### src/rtl/sarx_pkg.sv
package sarx_pkg;
  typedef enum logic [1:0] {
    FMT_LJ     = 2'd0,
    FMT_LJ_DLY = 2'd1,
    FMT_RJ     = 2'd2,
    FMT_WCLK   = 2'd3
  } rx_fmt_e;

  localparam logic CH_LEFT = 1'b1;
endpackage

### src/rtl/sarx_sync.sv
module sarx_sync #(
  parameter int WIDTH  = 4,
  parameter int STAGES = 2
) (
  input  logic             clk,
  input  logic             rst,
  input  logic [WIDTH-1:0] d_i,
  output logic [WIDTH-1:0] q_o
);
  logic [WIDTH-1:0] stage_q [STAGES];

  for (genvar s = 0; s < STAGES; s++) begin : g_stage
    if (s == 0) begin : g_first
      always_ff @(posedge clk) begin
        if (rst) stage_q[0] <= '0;
        else     stage_q[0] <= d_i;
      end
    end else begin : g_next
      always_ff @(posedge clk) begin
        if (rst) stage_q[s] <= '0;
        else     stage_q[s] <= stage_q[s-1];
      end
    end
  end

  assign q_o = stage_q[STAGES-1];
endmodule

### src/rtl/sarx_frame_ctrl.sv
module sarx_frame_ctrl
  import sarx_pkg::*;
#(
  parameter int MAX_BITS  = 16,
  parameter int MIN_BITS  = 4,
  parameter int RJ_OFFSET = 16,
  parameter int LEN_W     = 5,
  parameter int CNT_W     = 6
) (
  input  logic             clk,
  input  logic             rst,
  input  logic             smp_edge_i,
  input  logic             lr_lvl_i,
  input  logic             lr_rise_i,
  input  logic             lr_fall_i,
  input  logic             wclk_rise_i,
  input  logic [1:0]       fmt_i,
  input  logic [LEN_W-1:0] len_i,
  output logic             cap_o,
  output logic             last_o,
  output logic             chan_o,
  output logic [LEN_W-1:0] len_o
);
  localparam logic [CNT_W-1:0] CNT_MAX = '1;

  function automatic logic [LEN_W-1:0] clamp_len(input logic [LEN_W-1:0] v);
    logic [LEN_W-1:0] r;
    if (v < LEN_W'(MIN_BITS))      r = LEN_W'(MIN_BITS);
    else if (v > LEN_W'(MAX_BITS)) r = LEN_W'(MAX_BITS);
    else                           r = v;
    return r;
  endfunction

  rx_fmt_e          fmt_q, fmt_n;
  logic [LEN_W-1:0] len_q, len_n;
  logic [CNT_W-1:0] cnt_q, pos_n, inc_n, first_n, end_n;
  logic             chan_q, chan_n, evt;

  // frame configuration is refreshed only when a new left word begins
  assign fmt_n = lr_rise_i ? rx_fmt_e'(fmt_i) : fmt_q;
  assign len_n = lr_rise_i ? clamp_len(len_i) : len_q;

  assign evt = (fmt_n == FMT_WCLK) ? wclk_rise_i : (lr_rise_i | lr_fall_i);

  assign inc_n = (cnt_q == CNT_MAX) ? cnt_q : cnt_q + CNT_W'(1);

  always_comb begin
    if (evt)             pos_n = smp_edge_i ? CNT_W'(1) : '0;
    else if (smp_edge_i) pos_n = inc_n;
    else                 pos_n = cnt_q;
  end

  always_comb begin
    case (fmt_n)
      FMT_LJ_DLY: first_n = CNT_W'(2);
      FMT_RJ:     first_n = CNT_W'(RJ_OFFSET + 1);
      default:    first_n = CNT_W'(1);
    endcase
  end

  assign end_n  = first_n + CNT_W'(len_n) - CNT_W'(1);
  assign chan_n = evt ? lr_lvl_i : chan_q;

  assign cap_o  = smp_edge_i && (pos_n >= first_n) && (pos_n <= end_n);
  assign last_o = smp_edge_i && (pos_n == end_n);
  assign chan_o = chan_n;
  assign len_o  = len_n;

  always_ff @(posedge clk) begin
    if (rst) begin
      fmt_q  <= rx_fmt_e'(fmt_i);
      len_q  <= clamp_len(len_i);
      cnt_q  <= '0;
      chan_q <= 1'b0;
    end else begin
      fmt_q  <= fmt_n;
      len_q  <= len_n;
      cnt_q  <= pos_n;
      chan_q <= chan_n;
    end
  end

  // latched length always inside the legal window
  assert_len_range_R8: assert property (@(posedge clk) disable iff (rst)
    (len_q >= LEN_W'(MIN_BITS)) && (len_q <= LEN_W'(MAX_BITS)));

  // configuration only moves at a rising left/right transition
  assert_cfg_hold_R9: assert property (@(posedge clk) disable iff (rst)
    !lr_rise_i |=> ($stable(fmt_q) && $stable(len_q)));

  // the word-complete strobe lies inside the capture window
  assert_last_in_window_R10: assert property (@(posedge clk) disable iff (rst)
    last_o |-> cap_o);
endmodule

### src/rtl/sarx_deser.sv
module sarx_deser
  import sarx_pkg::*;
#(
  parameter int MAX_BITS = 16,
  parameter int LEN_W    = 5
) (
  input  logic                clk,
  input  logic                rst,
  input  logic                cap_i,
  input  logic                last_i,
  input  logic                chan_i,
  input  logic [LEN_W-1:0]    len_i,
  input  logic                din_i,
  output logic [MAX_BITS-1:0] left_data_o,
  output logic                left_valid_o,
  output logic [MAX_BITS-1:0] right_data_o,
  output logic                right_valid_o
);
  localparam logic [LEN_W-1:0]    MAXL = LEN_W'(MAX_BITS);
  localparam logic [MAX_BITS-1:0] ONES = '1;

  logic [MAX_BITS-1:0] shreg_q, shift_n, word_n;

  assign shift_n = {shreg_q[MAX_BITS-2:0], din_i};
  assign word_n  = shift_n << (MAXL - len_i);

  always_ff @(posedge clk) begin
    if (rst) begin
      shreg_q       <= '0;
      left_data_o   <= '0;
      right_data_o  <= '0;
      left_valid_o  <= 1'b0;
      right_valid_o <= 1'b0;
    end else begin
      left_valid_o  <= 1'b0;
      right_valid_o <= 1'b0;
      if (cap_i) shreg_q <= shift_n;
      if (last_i) begin
        if (chan_i == CH_LEFT) begin
          left_data_o  <= word_n;
          left_valid_o <= 1'b1;
        end else begin
          right_data_o  <= word_n;
          right_valid_o <= 1'b1;
        end
      end
    end
  end

  // one channel per delivered word
  assert_one_channel_R2: assert property (@(posedge clk) disable iff (rst)
    !(left_valid_o && right_valid_o));

  // strobes are single-cycle
  assert_left_pulse_R10: assert property (@(posedge clk) disable iff (rst)
    left_valid_o |=> !left_valid_o);
  assert_right_pulse_R10: assert property (@(posedge clk) disable iff (rst)
    right_valid_o |=> !right_valid_o);

  // bits below the received word are zero
  assert_left_low_zero_R8: assert property (@(posedge clk) disable iff (rst)
    left_valid_o |-> ((left_data_o & ~(ONES << (MAXL - $past(len_i)))) == '0));
  assert_right_low_zero_R8: assert property (@(posedge clk) disable iff (rst)
    right_valid_o |-> ((right_data_o & ~(ONES << (MAXL - $past(len_i)))) == '0));
endmodule

### src/rtl/serial_audio_rx.sv
module serial_audio_rx
  import sarx_pkg::*;
#(
  parameter int MAX_BITS    = 16,
  parameter int MIN_BITS    = 4,
  parameter int RJ_OFFSET   = 16,
  parameter int SYNC_STAGES = 2
) (
  input  logic                           clk,
  input  logic                           rst,
  input  logic                           bclk_i,
  input  logic                           lrck_i,
  input  logic                           wclk_i,
  input  logic                           sdata_i,
  input  logic                           smp_fall_i,
  input  logic [1:0]                     fmt_i,
  input  logic [$clog2(MAX_BITS+1)-1:0]  word_len_i,
  output logic [MAX_BITS-1:0]            left_data_o,
  output logic                           left_valid_o,
  output logic [MAX_BITS-1:0]            right_data_o,
  output logic                           right_valid_o
);
  localparam int LEN_W = $clog2(MAX_BITS + 1);
  localparam int CNT_W = $clog2(RJ_OFFSET + MAX_BITS + 2);
  localparam int IDX_BCLK = 0;
  localparam int IDX_LR   = 1;
  localparam int IDX_WCLK = 2;
  localparam int IDX_DATA = 3;

  logic [3:0]       sync_lvl;
  logic [2:0]       prev_q;
  logic             bclk_rise, bclk_fall, lr_rise, lr_fall, wclk_rise, smp_edge;
  logic             cap, last, chan;
  logic [LEN_W-1:0] len_cur;

  sarx_sync #(.WIDTH(4), .STAGES(SYNC_STAGES)) u_sync (
    .clk (clk),
    .rst (rst),
    .d_i ({sdata_i, wclk_i, lrck_i, bclk_i}),
    .q_o (sync_lvl)
  );

  always_ff @(posedge clk) begin
    if (rst) prev_q <= '0;
    else     prev_q <= sync_lvl[2:0];
  end

  assign bclk_rise = sync_lvl[IDX_BCLK] & ~prev_q[IDX_BCLK];
  assign bclk_fall = ~sync_lvl[IDX_BCLK] & prev_q[IDX_BCLK];
  assign lr_rise   = sync_lvl[IDX_LR] & ~prev_q[IDX_LR];
  assign lr_fall   = ~sync_lvl[IDX_LR] & prev_q[IDX_LR];
  assign wclk_rise = sync_lvl[IDX_WCLK] & ~prev_q[IDX_WCLK];
  assign smp_edge  = smp_fall_i ? bclk_fall : bclk_rise;

  sarx_frame_ctrl #(
    .MAX_BITS (MAX_BITS),
    .MIN_BITS (MIN_BITS),
    .RJ_OFFSET(RJ_OFFSET),
    .LEN_W    (LEN_W),
    .CNT_W    (CNT_W)
  ) u_ctrl (
    .clk        (clk),
    .rst        (rst),
    .smp_edge_i (smp_edge),
    .lr_lvl_i   (sync_lvl[IDX_LR]),
    .lr_rise_i  (lr_rise),
    .lr_fall_i  (lr_fall),
    .wclk_rise_i(wclk_rise),
    .fmt_i      (fmt_i),
    .len_i      (word_len_i),
    .cap_o      (cap),
    .last_o     (last),
    .chan_o     (chan),
    .len_o      (len_cur)
  );

  sarx_deser #(.MAX_BITS(MAX_BITS), .LEN_W(LEN_W)) u_deser (
    .clk          (clk),
    .rst          (rst),
    .cap_i        (cap),
    .last_i       (last),
    .chan_i       (chan),
    .len_i        (len_cur),
    .din_i        (sync_lvl[IDX_DATA]),
    .left_data_o  (left_data_o),
    .left_valid_o (left_valid_o),
    .right_data_o (right_data_o),
    .right_valid_o(right_valid_o)
  );

  // synchronized bit-clock edges never fall on consecutive cycles
  assert_bclk_slow_R12: assert property (@(posedge clk) disable iff (rst)
    (bclk_rise || bclk_fall) |=> !(bclk_rise || bclk_fall));
endmodule

### config.mk
export PLATFORM = sky130hd
export DESIGN_NAME = serial_audio_rx
export DESIGN_NICKNAME = d
export VERILOG_FILES = /design/src/rtl/sarx_pkg.sv /design/src/rtl/sarx_sync.sv /design/src/rtl/sarx_frame_ctrl.sv /design/src/rtl/sarx_deser.sv /design/src/rtl/serial_audio_rx.sv
export SDC_FILE = /design/constraint.sdc
export NUM_CORES = 1
export LEC_CHECK = 0
export ABC_AREA = 1
export ABC_CLOCK_PERIOD_IN_PS = 5200
export BUFFER_PORTS_ARGS = -buffer_cell sky130_fd_sc_hd__buf_2
export CAP_MARGIN = 20
export CORE_MARGIN = 1
export CORE_UTILIZATION = 40
export DETAILED_ROUTE_END_ITERATION = 8
export SLEW_MARGIN = 25
export SYNTH_ARGS = -nofsm -noshare
export SYNTH_HDL_FRONTEND = slang
export SYNTH_SLANG_ARGS = --single-unit
### constraint.sdc
create_clock -name clk -period 5.2 [get_ports clk]
set_input_delay 1.3 -clock clk [delete_from_list [all_inputs] [get_ports clk]]
set_output_delay 1.3 -clock clk [all_outputs]
set_load 0.005 [all_outputs]
==> results.json <==
{
  "antenna_found_initial": 0,
  "h-tree-depth": 3,
  "path_buf_inv": 4,
  "cts_hold_buf": 0,
  "tns_ps": 0,
  "nFillCells": 1070,
  "use_met1": 0.228,
  "cp_data_arrival_time_ps": 4850,
  "coreArea_mm2": 0.0102,
  "area_growth_pct": 12.9,
  "worst_r2r_path_depth": 23,
  "hp-start": "u_sync.stage_q[0][3]",
  "cts_buffers": 9,
  "cts.sinks": 74,
  "rsz0062_at_grt": "no",
  "max_cap_violations": 0,
  "gr-usage-met3": 0.0470,
  "seq_power_share": 0.383,
  "synthFlopType": "dfxtp_1",
  "hp-class": "reg2reg",
  "cts_tree": "built",
  "drc": 0,
  "run_status": "finished clean",
  "multi_input_area_mm2": 0.00224,
  "setup_viol": 0,
  "dp_hpwl_um": 7080,
  "p_per_area_mw_per_mm2": 330,
  "die-area_mm2": 0.0109,
  "r2r_slack_ps": 710,
  "path_cells": "buf_2 > nor2_1 > nand2_1 > nand2_1 > nand2_1 > ha_1 > inv_1 > ha_1 > inv_1 > fa_1 > o21ai_0 > a21oi_1 > xor2_1 > ha_1 > nand2_1 > nor2_1 > nand4_1 > o21ai_2 > buf_4 > nand3_1 > nand2_1 > nor2_1",
  "critical_path_class": "in2reg",
  "post_cts_buffers": 0,
  "ant_nets": 0,
  "yosysUniqueCellTypes": 38,
  "grt_util_met2": 0.300,
  "power_leakage_nw": 2.26,
  "whs_endpoint": "u_sync.stage_q[1][3]",
  "switchingPower_uw": 519,
  "skew_ps": 8.71,
  "drtPass1Iterations": 4,
  "layout.nets": 681,
  "fin_ws_ps": 598,
  "avgViaCountPerCell": 4.91,
  "pwr-share-comb": 0.270,
  "crit_family": "simple AND/OR/NAND/NOR gates",
  "final_cell_mix": "nand2_1 (132), nand3_1 (95), inv_1 (75)",
  "syn_nets": 645,
  "slew_violations": 0,
  "crit_path_max_incr_delay_ps": 390,
  "grt_start_max_net_pins": 33,
  "critPathMaxFanout": 30,
  "p_int_mw": 1.05,
  "start_util": 0.411,
  "dieWidth_um": 104,
  "synthArstFlopShare": 0,
  "busiest_layer": "met2",
  "first_global_vias": 3497,
  "post_cts_resized": 0,
  "synth-seq-cells": 74,
  "clkPwrFrac": 0.347,
  "sw_frac_of_total": 0.332,
  "grt_pass1_wl_um": 16000,
  "syn_avg_cell_area_um2": 6.89,
  "fp-row-count": 37,
  "slowest_stage": "fa_1",
  "ys_warn_count": 0,
  "min_period_ps": 4600,
  "drtIter0Drc": 160,
  "die_y_um": 104,
  "r2r-end": "u_deser.shreg_q[0]",
  "syn_inst": 610,
  "grt_overflow_total": 0,
  "gp_congestion": 0.862,
  "ios": 48,
  "ff_latch_area_mm2": 0.00148,
  "drive_above_1_share": 0.142,
  "clk_path_buf_depth": 2,
  "cts.root.buffer_cell": "clkbuf_8",
  "r2r-start": "u_sync.stage_q[1][1]",
  "vias": 3856,
  "post-place-ws_ps": 200,
  "cp.required_ps": 5450,
  "ir_worst_vdd_uv": 158,
  "routed_wl_um": 9350,
  "end_kind": "register",
  "critPathLaunchType": "input pin",
  "fmax_mhz": 217,
  "slew_headroom": 0.393,
  "whs_path_depth": 2,
  "synth_area_mm2": 0.00420,
  "fin_crit_sh": 0.885,
  "hold_violations": 0,
  "ys_seq_area_frac": 0.353,
  "clkLatencyLatePin_ps": 360,
  "layout_commonest_cell": "nand2_1",
  "tightest_slew_ps": 908,
  "diodes": 0,
  "wl_per_cell_um": 11.9,
  "path_common_cell": "nand2_1",
  "path_clk_slew_ps": 80,
  "track_usage": 0.183,
  "port_buffers": 47,
  "synth_edf_count": 0
}
-- routing by layer --
metal / vias to the layer above / routed length (µm) / share of wire
met4: 0 / 148 / 0.016
met5: - / 0 / 0
met3: 12 / 358 / 0.038
li1: 2052 / - / -
met1: 1726 / 4450 / 0.48
met2: 66 / 4390 / 0.47
-- registers in the layout, summed over array words and instances (netlist names) --
| name | flops |
|---|---|
| prev_q | 3 |
| u_ctrl.chan_q | 1 |
| u_ctrl.cnt_q | 6 |
| u_ctrl.fmt_q | 2 |
| u_ctrl.len_q | 5 |
| u_deser.left_data_o | 16 |
| u_deser.left_valid_o | 1 |
| u_deser.right_data_o | 16 |
| u_deser.right_valid_o | 1 |
| u_deser.shreg_q | 15 |
| u_sync.stage_q | 8 |
-- cells by family after synthesis --
logic type,after synthesis,share of synthesized area
flops,74,0.353
buf+inv,109,0.115
fa+ha+maj,21,0.0643
compound gates,99,0.133
simple gates,299,0.315
xor+xnor,8,0.0202
-- stage by stage --
stage	total power, mW	util	instances	cell area (µm²)	hold slack, ps
after floorplan	0.961	-	610	4200	388
after global placement	1.03	0.440	771	4500	390
after detailed placement	1.03	0.440	771	4500	396
after CTS	1.58	0.463	786	4740	408
after global routing	1.67	0.463	786	4740	422
final	1.56	0.463	786	4740	405
-- power by group through the flow --
stage / registers (mW) / logic [mW] / clock network [mW]
detailed placement: 0.613 / 0.421 / 0
global route: 0.602 / 0.485 / 0.580
finish: 0.599 / 0.422 / 0.543
CTS: 0.599 / 0.423 / 0.560
floorplan: 0.610 / 0.351 / 0
global placement: 0.612 / 0.416 / 0
-- worst min-delay path, cell delays in order, from the launching register on --
cell     delay [ps]
dfxtp_1         300
inv_1            40
nor2_1           30
-- Yosys cell counts, types with 7 or more instances --
cell / count / share of area
nand3_1: 95 / 0.11
nand2_1: 132 / 0.12
inv_1: 75 / 0.067
ha_1: 20 / 0.060
nor2_1: 46 / 0.041
o21ai_1: 13 / 0.015
o21ai_0: 23 / 0.027
o21a_1: 8 / 0.014
nand4_1: 8 / 0.012
a21oi_1: 48 / 0.057
clkbuf_1: 9 / 0.0080
dfxtp_1: 74 / 0.35
buf_2: 9 / 0.011
buf_4: 7 / 0.013
-- cell type report --
cell class,instances,area share
clock buffers,9,0.0261
clock inverters,6,0.0243
inverters,79,0.0636
multi-input cells,427,0.473
flip-flops and latches,74,0.312
well taps,136,0.0359
repair buffers,55,0.0649
-- worst max path at each step --
stage / slack, ps / startpoint / to / cells after the start
floorplan: 820 / word_len_i[0] / u_deser.shreg_q[6] / 23
global placement: 340 / word_len_i[4] / u_deser.shreg_q[10] / 22
detailed placement: 200 / word_len_i[4] / u_deser.shreg_q[14] / 22
CTS: 580 / word_len_i[4] / u_deser.shreg_q[5] / 22
global route: 220 / word_len_i[4] / u_deser.shreg_q[7] / 22
finish: 600 / word_len_i[4] / u_deser.shreg_q[0] / 22
No activity file was read; power rests on OpenSTA's default activity.
